--- src/rtl/uxb_pkg.sv ---
package uxb_pkg;

    typedef enum logic [3:0] {
        SEL_NONE,
        SEL_MODEA,
        SEL_MODEB,
        SEL_SCTL,
        SEL_SSTAT,
        SEL_EBRK,
        SEL_CKSEL,
        SEL_VER,
        SEL_SCFG,
        SEL_SSTS,
        SEL_WAKE,
        SEL_PRESC
    } sel_e;

    typedef struct packed {
        logic [7:0] mode_a;
        logic [7:0] mode_b;
        logic [7:0] sctl;
        logic [7:0] ebrk;
        logic       cksel;
        logic [7:0] scfg;
        logic [7:0] wake;
        logic [7:0] presc;
    } regs_t;

    localparam logic [7:0] MASK_MODEA = 8'h7F;
    localparam logic [7:0] MASK_SCFG  = 8'h1D;
    localparam logic [7:0] MASK_WAKE  = 8'h7F;
    localparam int         SCFG_RST_BIT = 1;

    localparam logic [7:0] DEF_EBRK  = 8'h00;
    localparam logic [7:0] DEF_SCFG  = 8'h00;
    localparam logic [7:0] DEF_WAKE  = 8'h3F;
    localparam logic [7:0] DEF_PRESC = 8'h69;
    localparam logic       DEF_CKSEL = 1'b0;

    localparam logic [7:0] VAL_SSTAT = 8'h00;
    localparam logic [7:0] VAL_VER   = 8'h30;
    localparam logic [7:0] VAL_SSTS  = 8'h01;

    function automatic sel_e offset_to_sel(input logic [7:0] off);
        sel_e s;
        case (off)
            8'h20:   s = SEL_MODEA;
            8'h24:   s = SEL_MODEB;
            8'h40:   s = SEL_SCTL;
            8'h44:   s = SEL_SSTAT;
            8'h48:   s = SEL_EBRK;
            8'h4C:   s = SEL_CKSEL;
            8'h50:   s = SEL_VER;
            8'h54:   s = SEL_SCFG;
            8'h58:   s = SEL_SSTS;
            8'h5C:   s = SEL_WAKE;
            8'h60:   s = SEL_PRESC;
            default: s = SEL_NONE;
        endcase
        return s;
    endfunction

    function automatic logic is_const(input sel_e s);
        return (s == SEL_SSTAT) || (s == SEL_VER) || (s == SEL_SSTS);
    endfunction

    function automatic regs_t soft_defaults(input regs_t cur);
        regs_t r;
        r       = cur;
        r.ebrk  = DEF_EBRK;
        r.scfg  = DEF_SCFG;
        r.wake  = DEF_WAKE;
        r.presc = DEF_PRESC;
        r.cksel = DEF_CKSEL;
        return r;
    endfunction

    function automatic regs_t hard_defaults();
        regs_t r;
        r        = '0;
        r        = soft_defaults(r);
        r.mode_a = 8'h00;
        r.mode_b = 8'h00;
        r.sctl   = 8'h00;
        return r;
    endfunction

    function automatic logic [7:0] read_value(input sel_e s, input regs_t r);
        logic [7:0] v;
        case (s)
            SEL_MODEA: v = r.mode_a;
            SEL_MODEB: v = r.mode_b;
            SEL_SCTL:  v = r.sctl;
            SEL_SSTAT: v = VAL_SSTAT;
            SEL_EBRK:  v = r.ebrk;
            SEL_CKSEL: v = {7'b0, r.cksel};
            SEL_VER:   v = VAL_VER;
            SEL_SCFG:  v = r.scfg;
            SEL_SSTS:  v = VAL_SSTS;
            SEL_WAKE:  v = r.wake;
            SEL_PRESC: v = r.presc;
            default:   v = 8'h00;
        endcase
        return v;
    endfunction

endpackage

--- src/rtl/uxb_decode.sv ---
module uxb_decode
    import uxb_pkg::*;
#(
    parameter int ADDR_W = 12
) (
    input  logic [ADDR_W-1:0] addr,
    output sel_e              sel
);
    logic unused_addr_hi;

    assign unused_addr_hi = ^addr[ADDR_W-1:8];
    assign sel = offset_to_sel(addr[7:0]);
endmodule

--- src/rtl/uxb_regfile.sv ---
module uxb_regfile
    import uxb_pkg::*;
(
    input  logic       clk,
    input  logic       rst,
    input  logic       wr_en,
    input  sel_e       sel,
    input  logic [7:0] wdata,
    output regs_t      regs
);
    regs_t nxt;

    always_comb begin
        nxt = regs;
        if (wr_en) begin
            case (sel)
                SEL_MODEA: nxt.mode_a = wdata & MASK_MODEA;
                SEL_MODEB: nxt.mode_b = wdata;
                SEL_SCTL:  nxt.sctl   = wdata;
                SEL_EBRK:  nxt.ebrk   = wdata;
                SEL_CKSEL: nxt.cksel  = wdata[0];
                SEL_SCFG: begin
                    if (wdata[SCFG_RST_BIT]) nxt = soft_defaults(regs);
                    else                     nxt.scfg = wdata & MASK_SCFG;
                end
                SEL_WAKE:  nxt.wake   = wdata & MASK_WAKE;
                SEL_PRESC: nxt.presc  = wdata;
                default:   nxt = regs;
            endcase
        end
    end

    always_ff @(posedge clk) begin
        if (rst) regs <= hard_defaults();
        else     regs <= nxt;
    end


    soft_keep_mode_chk: assert property (@(posedge clk) disable iff (rst)
        (wr_en && sel == SEL_SCFG && wdata[SCFG_RST_BIT]) |=>
            (regs.mode_a == $past(regs.mode_a) && regs.mode_b == $past(regs.mode_b)
             && regs.sctl == $past(regs.sctl)));


    soft_defaults_chk: assert property (@(posedge clk) disable iff (rst)
        (wr_en && sel == SEL_SCFG && wdata[SCFG_RST_BIT]) |=>
            (regs.presc == DEF_PRESC && regs.wake == DEF_WAKE && regs.scfg == 8'h00));


    const_write_stable_chk: assert property (@(posedge clk) disable iff (rst)
        (wr_en && is_const(sel)) |=> $stable(regs));


    bad_write_stable_chk: assert property (@(posedge clk) disable iff (rst)
        (wr_en && sel == SEL_NONE) |=> $stable(regs));
endmodule

--- src/rtl/uxb_rdport.sv ---
module uxb_rdport
    import uxb_pkg::*;
#(
    parameter int DATA_W = 32
) (
    input  logic              clk,
    input  logic              rst,
    input  logic              rd_en,
    input  logic              wr_en,
    input  sel_e              sel,
    input  regs_t             regs,
    output logic [DATA_W-1:0] rd_data,
    output logic              err,
    output logic              ro_err
);
    always_ff @(posedge clk) begin
        if (rst) begin
            rd_data <= '0;
            err     <= 1'b0;
            ro_err  <= 1'b0;
        end else begin
            rd_data <= rd_en ? DATA_W'(read_value(sel, regs)) : '0;
            err     <= (rd_en || wr_en) && (sel == SEL_NONE);
            ro_err  <= wr_en && is_const(sel);
        end
    end


    idle_read_zero_chk: assert property (@(posedge clk) disable iff (rst)
        !rd_en |=> (rd_data == '0));


    err_cause_chk: assert property (@(posedge clk) disable iff (rst)
        err |-> $past(rd_en || wr_en));


    err_excl_chk: assert property (@(posedge clk) disable iff (rst)
        !(err && ro_err));


    hi_bits_zero_chk: assert property (@(posedge clk) disable iff (rst)
        (rd_data >> 8) == '0);
endmodule

--- src/rtl/uxb_ext_regs.sv ---
module uxb_ext_regs
    import uxb_pkg::*;
#(
    parameter int ADDR_W = 12,
    parameter int DATA_W = 32
) (
    input  logic              clk,
    input  logic              rst,
    input  logic [ADDR_W-1:0] addr,
    input  logic              wr_en,
    input  logic [DATA_W-1:0] wr_data,
    input  logic              rd_en,
    output logic [DATA_W-1:0] rd_data,
    output logic              err,
    output logic              ro_err
);
    sel_e  sel;
    regs_t regs;
    logic  unused_wdata_hi;

    generate
        if (DATA_W > 8) begin : g_wide
            assign unused_wdata_hi = ^wr_data[DATA_W-1:8];
        end else begin : g_narrow
            assign unused_wdata_hi = 1'b0;
        end
    endgenerate

    uxb_decode #(.ADDR_W(ADDR_W)) u_dec (
        .addr (addr),
        .sel  (sel)
    );

    uxb_regfile u_regs (
        .clk   (clk),
        .rst   (rst),
        .wr_en (wr_en),
        .sel   (sel),
        .wdata (wr_data[7:0]),
        .regs  (regs)
    );

    uxb_rdport #(.DATA_W(DATA_W)) u_rd (
        .clk     (clk),
        .rst     (rst),
        .rd_en   (rd_en),
        .wr_en   (wr_en),
        .sel     (sel),
        .regs    (regs),
        .rd_data (rd_data),
        .err     (err),
        .ro_err  (ro_err)
    );
endmodule

--- config.mk ---
export PLATFORM = sky130hd
export DESIGN_NAME = uxb_ext_regs
export DESIGN_NICKNAME = d
export VERILOG_FILES = /design/src/rtl/uxb_pkg.sv /design/src/rtl/uxb_decode.sv /design/src/rtl/uxb_regfile.sv /design/src/rtl/uxb_rdport.sv /design/src/rtl/uxb_ext_regs.sv
export SDC_FILE = /design/constraint.sdc
export NUM_CORES = 1
export LEC_CHECK = 0
export BUFFER_PORTS_ARGS = -buffer_cell sky130_fd_sc_hd__buf_2
export CAP_MARGIN = 10
export CORE_MARGIN = 2
export CORE_UTILIZATION = 57
export DETAILED_ROUTE_END_ITERATION = 7
export GPL_ROUTABILITY_DRIVEN = 0
export GPL_TIMING_DRIVEN = 0
export PLACE_DENSITY = 0.85
export SYNTH_ARGS = -nofsm -noshare
export SYNTH_HDL_FRONTEND = slang
export SYNTH_SLANG_ARGS = --single-unit
--- constraint.sdc ---
create_clock -name clk -period 4.3 [get_ports clk]
set_clock_uncertainty 0.1 [all_clocks]
set_input_delay 1.29 -clock clk [delete_from_list [all_inputs] [get_ports clk]]
set_output_delay 1.29 -clock clk [all_outputs]
set_load 0.01 [all_outputs]
# Word-level counts from Yosys, hierarchy flattened
# Cells that the tools add are included.
# totals
register_bits	91
input_bits	48
out_inout_bits	34
word_cells	68
# op_classes
eq_ne	23
muxes	12
bitwise_logic	2
n_reduce_logical	19
# op_table
op	count
$pmux W8 S2	6
$pmux W8 S10	1
$eq A8 B7 Y1 const B	9
$pmux W4 S11	1
$reduce_and A3 Y1	7
$eq A4 B3 Y1 const B	4
$eq A4 B4 Y1 const B	4
$eq A8 B6 Y1 const B	2
$mux W16	1
$mux W9	1
$eq A4 B2 Y1 const B	2
$reduce_bool A2 Y1	4
$mux W5	1
$eq A4 B1 Y1 const B	1
$logic_not A4 Y1	1
$logic_or A1 B1 Y1	3
$logic_and A1 B1 Y1	2
$ne A2 B2 Y1 const B	1
$not A1 Y1	2
$pmux W1 S2	1
$reduce_and A2 Y1	1
$reduce_or A2 Y1	1

# Depth between registers and ports, before layout
# Gate-level depths: netlist of run 1.
# depth
ltp_word	6
mapped_depth	7
depth_no_buf	4

# Cells and area by module
# Synthesis of run 1 repeated with hierarchy kept, for this count alone.
# unflattened
hier_cells	408
hier_area_um2	3509.6
# by_module_without_submodules
module	instances	cells_each	area_each_um2	seq_area_each_um2
uxb_regfile	1	249	2265.9	1021.0
uxb_rdport	1	140	1112.3	200.2
uxb_decode	1	19	131.4	0.0

# Worst setup path after synthesis of run 1
# Ideal clock, no wire load.
# synth_path
path_type	input port to flip-flop
startpoint	input port addr[1]
endpoint	register u_regs.regs[10] (netlist name)
setup_ps	117
t_arrival_ps	2539
t_required_ps	4083
setup_slack_ps	1544
stages	5
path_buffers	1
path_cell_list	buf_2 -> or4b_4 -> nor3_4 -> o41ai_4 -> o22a_1
# synth_between
elab_chain_len	5
word_cells_on_any_way	18
classes_between	14 x eq/ne; 2 x mux; 2 x reduce/logical
# synth_rtl
element	line	source
start, declared	uxb_ext_regs.sv:9	input logic [ADDR_W-1:0] addr,
$eq A8 B7 Y1 or $eq A8 B6 Y1 (tied branches)	uxb_pkg.sv:46	case (off)
$pmux W4 S11 *	uxb_pkg.sv:46	
$eq A4 B4 Y1	uxb_regfile.sv:16	case (sel)
$ne A2 B2 Y1 (no line) or $reduce_bool A2 Y1 (tied branches)	-	
$reduce_and A3 Y1 (no line)	-	
# Every way passes the cells marked *; elsewhere a longest branch is shown, timed or not.
# A chain may end at the register's enable or synchronous reset.

# Final worst setup path of run 1
# layout_path
startpoint	input port addr[3]
endpoint	register u_regs.regs[32] (netlist name)
# layout_between
elab_chain_len	5
word_cells_on_any_way	18
classes_between	14 x eq/ne; 2 x mux; 2 x reduce/logical
# layout_rtl
element	line
$eq A8 B7 Y1 or $eq A8 B6 Y1 (tied branches)	uxb_pkg.sv:46
$pmux W4 S11 *	uxb_pkg.sv:46
$eq A4 B4 Y1 or $eq A4 B3 Y1 (tied branches)	uxb_regfile.sv:16
$ne A2 B2 Y1 (no line) or $reduce_bool A2 Y1 (tied branches)	-
$reduce_and A3 Y1 (no line)	-
# Marks and branches as above.

==> results of run 1 <==
-- routing by layer --
metal  up-vias  track usage [%]  wire, µm
li1       1333                -         -
met1      1373             36.6      3410
met3        45             8.05      1060
met5         -                0         0
met4         0             18.6       360
met2       214             45.2      4070
-- flip-flops by register name, summed over array words and instances (netlist names) --
register / count
u_regs.regs: 51
u_rd.rd_data: 8
u_rd.err: 1
u_rd.ro_err: 1
-- path summary, 6_finish.rpt --
check / end / slack (ns) / cells after the start
max: u_regs.regs[32] / 1.34 / 6
min: u_regs.regs[41] / 0.36 / 2
max reg2reg: u_rd.rd_data[0] / 3.05 / 4
min reg2reg: u_regs.regs[41] / 0.36 / 2
-- kinds of logic after synthesis --
logic type | share of synthesized area (%)
other | 0.118
multiplexers | 7.62
AND/OR/NAND/NOR | 23.0
XOR/XNOR | 0.276
flip-flops | 38.5
buffers and inverters | 9.79
AO/OA/AOI/OAI | 20.7
-- tightest hold or removal path: cells and delay by family (launching register included) --
kind            cells  cell delay [ns]
compound gates      1             0.05
flops               1             0.31
simple gates        1             0.05
-- cells in the mapped netlist, drive strengths merged, types with 2 or more instances --
cell type / instances
o22a: 8
and2: 5
and3: 5
mux2i: 23
nor2b: 2
a31oi: 2
nand3: 16
nor3b: 5
nor3: 9
nor4: 5
o21ai: 8
clkbuf: 9
nor4b: 3
a21oi: 23
o2111a: 2
a21o: 3
nand4: 4
nand2b: 5
nand2: 19
buf: 38
inv: 5
a41o: 2
nand3b: 3
and4bb: 3
or3b: 2
a22o: 15
dfxtp: 61
nor2: 28
a22oi: 9
-- power by group through the flow --
| stage | Combinational (mW) | Clock (mW) | Sequential, mW |
|---|---|---|---|
| floorplan | 0.0889 | 0 | 0.580 |
| global placement | 0.124 | 0 | 0.580 |
| detailed placement | 0.126 | 0 | 0.580 |
| CTS | 0.126 | 0.433 | 0.567 |
| global route | 0.138 | 0.459 | 0.567 |
| finish | 0.131 | 0.429 | 0.567 |
-- per-stage QoR --
step           util (%)  instances  total power [mW]  setup slack (ns)  hold WS [ns]
2_1_floorplan         -        366             0.669              1.54         0.332
3_3_place_gp       63.7        462             0.703              1.11         0.341
3_5_place_dp       63.7        462             0.706              1.08         0.348
4_1_cts            66.6        477              1.13              1.42         0.363
5_1_grt            66.6        477              1.16              1.26         0.393
6_report           66.6        477              1.13              1.34         0.362
-- area by class of cell --
type,count,area share [%]
timing repair buffer,24,3.31
inverter,5,0.518
clock inverter,2,0.276
clock buffer,13,4.11
sequential,61,33.7
tap,72,2.49
multi-input combinational,253,47.6
buffer,47,8.04
==> metrics.txt, run 1 <==
P per Cell Area=311 mW/mm²; number of warnings reported in the yosys synthesis log=0; library cell contributing the largest single delay on the critical path=sky130_fd_sc_hd__nor4b_4; number of instances in the synthesized netlist=343; cts repair resizes=0; largest net degree at the start of global routing=11; share of the cycle needed by the critical path after routing=68.9%; via-per-instance ratio=6.22; buffering stage count on the worst path with inverters included=2; result of the run=finished, final reports clean; critical path's largest stage delay=0.65 ns; most common cell after layout, fill and taps aside=sky130_fd_sc_hd__dfxtp_1; cell area after technology mapping=0.00317 mm²; Hold/Removal Path Class=reg -> reg; normalized max-slew margin=54.6%; proportion of synthesized flip-flops having asynchronous set or reset=0%; die extent in y=78.6 µm; Wirelength per Cell=18.6 µm; Worst EP required=4.48 ns; capturing element type of the critical path=flop; number of vias after detailed routing=2965; post-detailed-route DRC marker count=0; critical-path cell list=buf_2 -> buf_6 -> nor4b_4 -> nand3_1 -> a21oi_2 -> a22o_1; prevailing post-synth register cell=sky130_fd_sc_hd__dfxtp_1; initial antenna violation count=0; starting density of the core=58.3%; startpoint of the most critical setup path=addr[3]; Num CTS Buffers=9; number of violations reported at the end of detailed-routing iteration 0=439; cts-stage hold buffer count=0; synthesis-to-layout area growth=14.4%; FF/Latch Area=0.00122 mm²; peak supply drop=0.000226 V; Post-DRT Antenna Nets=0; startpoint kind of the worst setup timing path=input port; worst r2r src=u_regs.regs[25]; placement-stage cell area=0.00347 mm²; crit-path leading delay family=simple AND/OR/NAND/NOR gates; vias in the first global route=2716; final standard cell area without fillers=0.00362 mm²; leading cell types in the layout, fill and taps excluded=61 x sky130_fd_sc_hd__dfxtp_1, 35 x sky130_fd_sc_hd__buf_2, 28 x sky130_fd_sc_hd__nor2_1, 25 x sky130_fd_sc_hd__buf_4, 24 x sky130_fd_sc_hd__conb_1; share of the yosys chip area belonging to registers=38.5%; switching power summed over all nets=0.294 mW; Critical Path Fanout Max=10; Max Cap Violations=0; leakage dissipation=1.55 nW; worst-case clock buffer depth=2; filler cell count=448; Critical Setup Path Class=in -> reg; number of synthesized register bits=61; TNS Setup=0 ns; Die Footprint=0.00617 mm²; Post-synth EDFFs=0; power share of the sequential group=50.3%; total core area=0.00544 mm²; mean area per synthesized cell=9.24 µm²; worst-margin pin slew=0.678 ns; final critical path time including I/O delays and setup=2.96 ns; number of nets in the layout=449; data arrival time of the critical path=3.14 ns; total number of clock tree sinks=61; buffers added on ports=24; count of boundary I/O pins=82; CTS HTree Levels=3; Worst-Skew Late Latency=0.34 ns; share of the synthesized area in the top cell type=38.5%; Die X-Extent=78.6 µm; standard-cell row count=27; HP Start=u_regs.regs[41]; leading cell types by total area after synthesis=sky130_fd_sc_hd__dfxtp_1 39%, sky130_fd_sc_hd__mux2i_1 7.3%, sky130_fd_sc_hd__buf_4 5.9%; fraction of final layout cells sized beyond drive strength 1=22.2%; number of hold violations in the final report=0; total half-perimeter wirelength after legalization and detailed placement=6210 µm; internal power=0.833 mW; library cells used by synthesis=61; TritonRoute pass-1 iters=5; leftover overflow at the end of global routing=0; buffer type at the clock tree root=sky130_fd_sc_hd__clkbuf_8; most area-hungry cell type in the Yosys netlist=sky130_fd_sc_hd__dfxtp_1; clock edge transition at the registers on the reported setup and hold paths=0.06 ns; setup violators final=0; portion of total power attributed to the clock network=38.1%; Fmax=338 MHz; setup repair bufs after CTS=0; net switching share of the total power=26.1%; area of the multi-input gates=0.00172 mm²; number of max-slew violations in the final report=0; # diodes=0; final wirelength=8890 µm; clock tree from TritonCTS=done; first-pass GRT wire length=13700 µm; Gate power share=11.6%; unrepaired setup endpoints after global routing=no; Overall Global Routing Usage=29.5%
Note: power is estimated with default switching activity, not from simulation.
==> inputs of run 2 (changes only) <==
--- a/config.mk
+++ b/config.mk
@@ -5,14 +5,15 @@
 export SDC_FILE = /design/constraint.sdc
 export NUM_CORES = 1
 export LEC_CHECK = 0
+export ABC_AREA = 1
 export BUFFER_PORTS_ARGS = -buffer_cell sky130_fd_sc_hd__buf_2
 export CAP_MARGIN = 10
 export CORE_MARGIN = 2
-export CORE_UTILIZATION = 57
+export CORE_UTILIZATION = 53
 export DETAILED_ROUTE_END_ITERATION = 7
 export GPL_ROUTABILITY_DRIVEN = 0
 export GPL_TIMING_DRIVEN = 0
-export PLACE_DENSITY = 0.85
+export PLACE_DENSITY = 0.8
 export SYNTH_ARGS = -nofsm -noshare
 export SYNTH_HDL_FRONTEND = slang
 export SYNTH_SLANG_ARGS = --single-unit
==> constraint.sdc (replaced) <==
create_clock -name clk -period 3.1 [get_ports clk]
set_clock_uncertainty 0.1 [all_clocks]
set_input_delay 0.93 -clock clk [delete_from_list [all_inputs] [get_ports clk]]
set_output_delay 0.93 -clock clk [all_outputs]
set_load 0.01 [all_outputs]
==> metrics.txt, run 2 <==
via-per-instance ratio=5.22; startpoint kind of the worst setup timing path=input port; vias in the first global route=2793; library cells used by synthesis=25; Die Footprint=0.00677 mm²; Fmax=461 MHz; cts repair resizes=0; global-route met1 utilization=34.4%; number of hold violations in the final report=0; total number of clock tree sinks=61; count of boundary I/O pins=82; share of the cycle needed by the critical path after routing=70.0%; setup violators final=0; cell types with the highest counts after synthesis=142 x sky130_fd_sc_hd__nand2_1, 61 x sky130_fd_sc_hd__dfxtp_1, 47 x sky130_fd_sc_hd__nand3_1, 46 x sky130_fd_sc_hd__nor2_1, 45 x sky130_fd_sc_hd__inv_1; CTS HTree Levels=3; leftover overflow at the end of global routing=0; most common cell after layout, fill and taps aside=sky130_fd_sc_hd__nand2_1; number of violations reported at the end of detailed-routing iteration 0=251; leading cell types by total area after synthesis=sky130_fd_sc_hd__dfxtp_1 38%, sky130_fd_sc_hd__nand2_1 16%, sky130_fd_sc_hd__nand3_1 7.2%; max FFs per register=51; total core area=0.00592 mm²; first-pass GRT wire length=13300 µm; final standard cell area without fillers=0.00376 mm²; initial antenna violation count=0; net switching share of the total power=23.8%; unrepaired setup endpoints after global routing=no; share of synthesized area spent on multiplexers=0%; cts-stage hold buffer count=0; number of nets in the layout=594; Overall Global Routing Usage=26.5%; power share of the sequential group=47.4%; starting density of the core=54.9%; prevailing post-synth register cell=sky130_fd_sc_hd__dfxtp_1; final critical path time including I/O delays and setup=2.17 ns; leading cell types in the layout, fill and taps excluded=142 x sky130_fd_sc_hd__nand2_1, 61 x sky130_fd_sc_hd__dfxtp_1, 47 x sky130_fd_sc_hd__nand3_1, 46 x sky130_fd_sc_hd__nor2_1, 45 x sky130_fd_sc_hd__inv_1; clock tree from TritonCTS=done; final core occ=63.6%; fraction of the mapped netlist area in simple logic gates=37.7%; most area-hungry cell type in the Yosys netlist=sky130_fd_sc_hd__dfxtp_1; capturing element type of the critical path=flop; result of the run=finished, final reports clean; final wirelength=8570 µm; placement-stage cell area=0.00356 mm²; buffer type at the clock tree root=sky130_fd_sc_hd__clkbuf_8; Worst EP required=3.24 ns; share of the yosys chip area belonging to registers=37.6%; standard-cell row count=28; proportion of synthesized flip-flops having asynchronous set or reset=0%; internal power=1.27 mW; met2 routing resource usage after global routing=40.9%; portion of total power attributed to the clock network=43.7%; normalized max-slew margin=60.1%; compound-gate portion of the synthesized area=10.4%; dominant combinational cell family by area after synthesis=simple AND/OR/NAND/NOR gates; post-detailed-route DRC marker count=0; Critical Setup Path Class=in -> reg; clock edge transition at the registers on the reported setup and hold paths=0.07 ns; number of vias after detailed routing=3260; total design power=1.66 mW; leakage dissipation=1.83 nW; Post-DRT Antenna Nets=0; number of max-slew violations in the final report=0; synthesis-to-layout area growth=15.8%; largest net degree at the start of global routing=11; Gate power share=8.9%; Max Cap Violations=0; fraction of final layout cells sized beyond drive strength 1=20.4%; routing layer with the top usage in global route=met2; Worst-Skew Late Latency=0.34 ns; Wirelength per Cell=13.7 µm; total half-perimeter wirelength after legalization and detailed placement=6230 µm; Critical Path Fanout Max=10; switching power summed over all nets=0.397 mW; Die X-Extent=82.3 µm; critical-path cell list=buf_2 -> clkinv_1 -> nand2_1 -> o21ai_0 -> nand3_1 -> nor2_1; library cell contributing the largest single delay on the critical path=sky130_fd_sc_hd__nand2_1; register bank with the most flops=u_regs.regs; worst-case clock buffer depth=2; peak supply drop=0.000252 V; die extent in y=82.3 µm; mean area per synthesized cell=6.70 µm²; Hold/Removal Path Class=reg -> reg; TritonRoute pass-1 iters=6; met3 track demand over resource in global routing=5.76%; adder and majority cell fraction of the synthesized area=0%; most numerous cell in the Yosys netlist=sky130_fd_sc_hd__nand2_1; Post-synth EDFFs=0; worst-margin pin slew=0.596 ns; setup repair bufs after CTS=0; number of warnings reported in the yosys synthesis log=0; TNS Setup=0 ns; Num CTS Buffers=9; number of instances in the synthesized netlist=485; P per Cell Area=442 mW/mm²; number of synthesized register bits=61; share of the synthesized area in the top cell type=37.6%; buffers added on ports=27; # diodes=0; parity-gate share of the synthesized area counting xor and xnor cells=0%; biggest regs=u_regs.regs: 51 flops, u_rd.rd_data: 8 flops; critical path's largest stage delay=0.45 ns; data arrival time of the critical path=2.31 ns; cell area after technology mapping=0.00325 mm²
## run 2: cell types whose count changed in the layout (fill, tap and decap cells not counted), sizes merged, moves of 16 or more
cell | previous run | this run
inv | 5 | 50
mux2i | 23 | 0
nor2 | 28 | 59
nand2 | 19 | 156
nand3 | 16 | 50
o21ai | 8 | 24
## run 2: metal layers
layer | vias up | wire length, µm
met1 | 1481 | 3670
met3 | 32 | 663
li1 | 1595 | -
met5 | - | 0
met4 | 0 | 344
met2 | 152 | 3890
## run 2: through the flow
step,worst slack [ns],hold slack [ns],std cells
6_report,0.929,0.350,624
5_1_grt,0.853,0.368,624
4_1_cts,0.978,0.352,624
3_5_place_dp,0.665,0.338,610
3_3_place_gp,0.673,0.332,610
2_1_floorplan,1.10,0.319,508
## run 2: cells by family (layout without fill, tap and decap cells)
| group | after synthesis | count (layout) |
|---|---|---|
| other | 1 | 24 |
| and+or+nand+nor | 269 | 269 |
| DFF | 61 | 61 |
| buffers and inverters | 90 | 131 |
| AOI/OAI and AO/OA | 64 | 64 |
## run 2: power by group through the flow
stage,logic [mW],registers [mW],clock network (mW)
after CTS,0.144,0.788,0.727
after global routing,0.161,0.788,0.760
final,0.148,0.788,0.727
after detailed placement,0.143,0.806,0
after floorplan,0.101,0.807,0
after global placement,0.142,0.806,0
## run 2: final timing paths
path                                       from               to  slack (ns)  cells past startpoint
worst max-delay path                        rst         u_rd.err        0.93                      6
worst min-delay path            u_regs.regs[47]  u_regs.regs[47]        0.35                      2
worst max register to register   u_regs.regs[8]  u_rd.rd_data[0]        2.14                      4
worst min register to register  u_regs.regs[47]  u_regs.regs[47]        0.35                      2
## run 2: critical path: cells and delay by family
family | cells | cell delay [ns]
buffers and inverters | 2 | 0.55
AOI/OAI and AO/OA | 1 | 0.20
and+or+nand+nor | 3 | 0.63
## run 2: cell type report
type / count / area, µm²
multi-input cells: 357 / 1650
repair buffers: 27 / 135
flip-flops and latches: 61 / 1220
inverters: 51 / 191
clock buffers: 13 / 169
fillers: 560 / 2160
well taps: 75 / 93.8
clock inverters: 1 / 30.0
plain buffers: 39 / 273
==> inputs of run 3 (changes only) <==
--- a/config.mk
+++ b/config.mk
@@ -9,11 +9,11 @@
 export BUFFER_PORTS_ARGS = -buffer_cell sky130_fd_sc_hd__buf_2
 export CAP_MARGIN = 10
 export CORE_MARGIN = 2
-export CORE_UTILIZATION = 53
+export CORE_UTILIZATION = 48
 export DETAILED_ROUTE_END_ITERATION = 7
 export GPL_ROUTABILITY_DRIVEN = 0
 export GPL_TIMING_DRIVEN = 0
-export PLACE_DENSITY = 0.8
+export PLACE_DENSITY = 0.76
 export SYNTH_ARGS = -nofsm -noshare
 export SYNTH_HDL_FRONTEND = slang
 export SYNTH_SLANG_ARGS = --single-unit
==> constraint.sdc (replaced) <==
create_clock -name clk -period 1.8 [get_ports clk]
set_clock_uncertainty 0.1 [all_clocks]
set_input_delay 0.54 -clock clk [delete_from_list [all_inputs] [get_ports clk]]
set_output_delay 0.54 -clock clk [all_outputs]
set_load 0.01 [all_outputs]
==> metrics.txt, run 3 (synthesis results as in run 2) <==
result of the run=finished, final reports clean; # diodes=0; biggest regs=u_regs.regs: 51 flops, u_rd.rd_data: 8 flops; via-per-instance ratio=5.17; Overall Global Routing Usage=23.8%; synthesis-to-layout area growth=17.1%; Wirelength per Cell=13.7 µm; number of stages on the worst hold path=2; area of the multi-input gates=0.00166 mm²; buffers added on ports=27; Worst-Skew Late Latency=0.34 ns; post-detailed-route DRC marker count=0; most common cell after layout, fill and taps aside=sky130_fd_sc_hd__nand2_1; Fmax=586 MHz; capturing element type of the critical path=flop; setup violators final=0; cts repair resizes=0; final wirelength=8610 µm; Worst EP required=1.96 ns; P per Cell Area=789 mW/mm²; Die X-Extent=86.3 µm; clock tree from TritonCTS=done; cts-stage hold buffer count=0; clock edge transition at the registers on the reported setup and hold paths=0.07 ns; Num CTS Buffers=9; total design power=3.00 mW; peak supply drop=0.000545 V; number of max-slew violations in the final report=0; library cell contributing the largest single delay on the critical path=sky130_fd_sc_hd__nor2_2; number of hold violations in the final report=0; Max Cap Violations=0; startpoint kind of the worst setup timing path=input port; TritonRoute pass-1 iters=5; Hold/Removal Path Class=reg -> reg; data arrival time of the critical path=1.86 ns; first-pass GRT wire length=13700 µm; HP Start=u_regs.regs[42]; number of violations reported at the end of detailed-routing iteration 0=357; worst-margin pin slew=0.541 ns; total number of clock tree sinks=61; Worst R2R Path Depth=4; CTS HTree Levels=3; placement-stage cell area=0.00357 mm²; Final WS setup=0.0936 ns; number of nets in the layout=594; Critical Setup Path Class=in -> reg; total core area=0.00646 mm²; starting density of the core=50.3%; count of boundary I/O pins=82; buffer type at the clock tree root=sky130_fd_sc_hd__clkbuf_8; critical-path cell list=buf_2 -> nor2_2 -> nand2_2 -> nor2_2 -> nand2_1 -> o21ai_0 -> nor2_1 -> a21oi_1; worst r2r src=u_regs.regs[27]; largest net degree at the start of global routing=11; FF/Latch Area=0.00122 mm²; initial antenna violation count=0; vias in the first global route=2858; Reg2Reg Capture Point=u_rd.rd_data[2]; Register-to-Register Setup Slack=0.84 ns; Die Footprint=0.00744 mm²; total half-perimeter wirelength after legalization and detailed placement=6350 µm; number of vias after detailed routing=3248; worst-case clock buffer depth=2; filler cell count=617; buffering stage count on the worst path with inverters included=1; leakage dissipation=1.84 nW; unrepaired setup endpoints after global routing=no; final standard cell area without fillers=0.00380 mm²; Post-DRT Antenna Nets=0; most frequent cell on the critical path=sky130_fd_sc_hd__nor2_2; minimum setup slack after placement=-0.268 ns; normalized max-slew margin=63.9%; register bank with the most flops=u_regs.regs; max FFs per register=51; Hold Path End=u_regs.regs[42]; fraction of final layout cells sized beyond drive strength 1=21.1%; critical path's largest stage delay=0.46 ns; share of the cycle needed by the critical path after routing=94.8%; die extent in y=86.3 µm; final critical path time including I/O delays and setup=1.71 ns; Critical Path Fanout Max=9; crit-path leading delay family=simple AND/OR/NAND/NOR gates; leftover overflow at the end of global routing=0; leading cell types in the layout, fill and taps excluded=141 x sky130_fd_sc_hd__nand2_1, 61 x sky130_fd_sc_hd__dfxtp_1, 47 x sky130_fd_sc_hd__nand3_1, 45 x sky130_fd_sc_hd__inv_1, 45 x sky130_fd_sc_hd__nor2_1; setup repair bufs after CTS=0; standard-cell row count=29
-- run 3: per-stage QoR --
step           std cells  utilization, %  setup TNS (ns)  hold slack (ns)
5_1_grt              628            58.9               0            0.377
3_5_place_dp         612            55.2           -7.46            0.343
6_report             628            58.9               0            0.352
3_3_place_gp         612            55.2           -6.82            0.330
2_1_floorplan        508               -               0            0.319
4_1_cts              628            58.7               0            0.354
-- run 3: tightest hold or removal path, stage by stage, from the launching register on --
cell                      delay [ns]
sky130_fd_sc_hd__dfxtp_1        0.30
sky130_fd_sc_hd__inv_1          0.05
sky130_fd_sc_hd__a21oi_1        0.05
-- run 3: area by class of cell --
cell class                 instances  area share (%)
clock inverter                     4            1.84
timing repair buffer              27            3.55
inverter                          51            5.03
sequential                        61            32.1
multi-input combinational        357            43.7
tap                               77            2.53
clock buffer                      12            4.08
buffer                            39            7.17
-- run 3: power breakdown --
part	internal, mW	switching (mW)
clock network	0.851	0.539
logic	0.0868	0.168
registers	1.36	0.00210
total	2.29	0.709
-- run 3: worst max-delay path by stage --
| stage | startpoint | endpoint | slack, ns | cells after the start |
|---|---|---|---|---|
| after global placement | addr[1] | u_rd.rd_data[2] | -0.25 | 8 |
| after detailed placement | addr[1] | u_rd.rd_data[3] | -0.27 | 8 |
| after CTS | addr[1] | u_rd.rd_data[3] | 0.08 | 8 |
| after floorplan | addr[3] | u_regs.regs[19] | 0.19 | 8 |
| final | addr[1] | u_rd.rd_data[2] | 0.09 | 8 |
| after global routing | addr[1] | u_rd.rd_data[2] | 0.02 | 8 |
-- run 3: routing by layer --
| metal | vias up | share of wire, % | global-route usage, % |
|---|---|---|---|
| li1 | 1602 | - | - |
| met1 | 1440 | 42 | 30.1 |
| met2 | 179 | 45 | 39.2 |
| met3 | 27 | 9.4 | 4.67 |
| met4 | 0 | 3.3 | 11.2 |
| met5 | - | 0 | 0 |
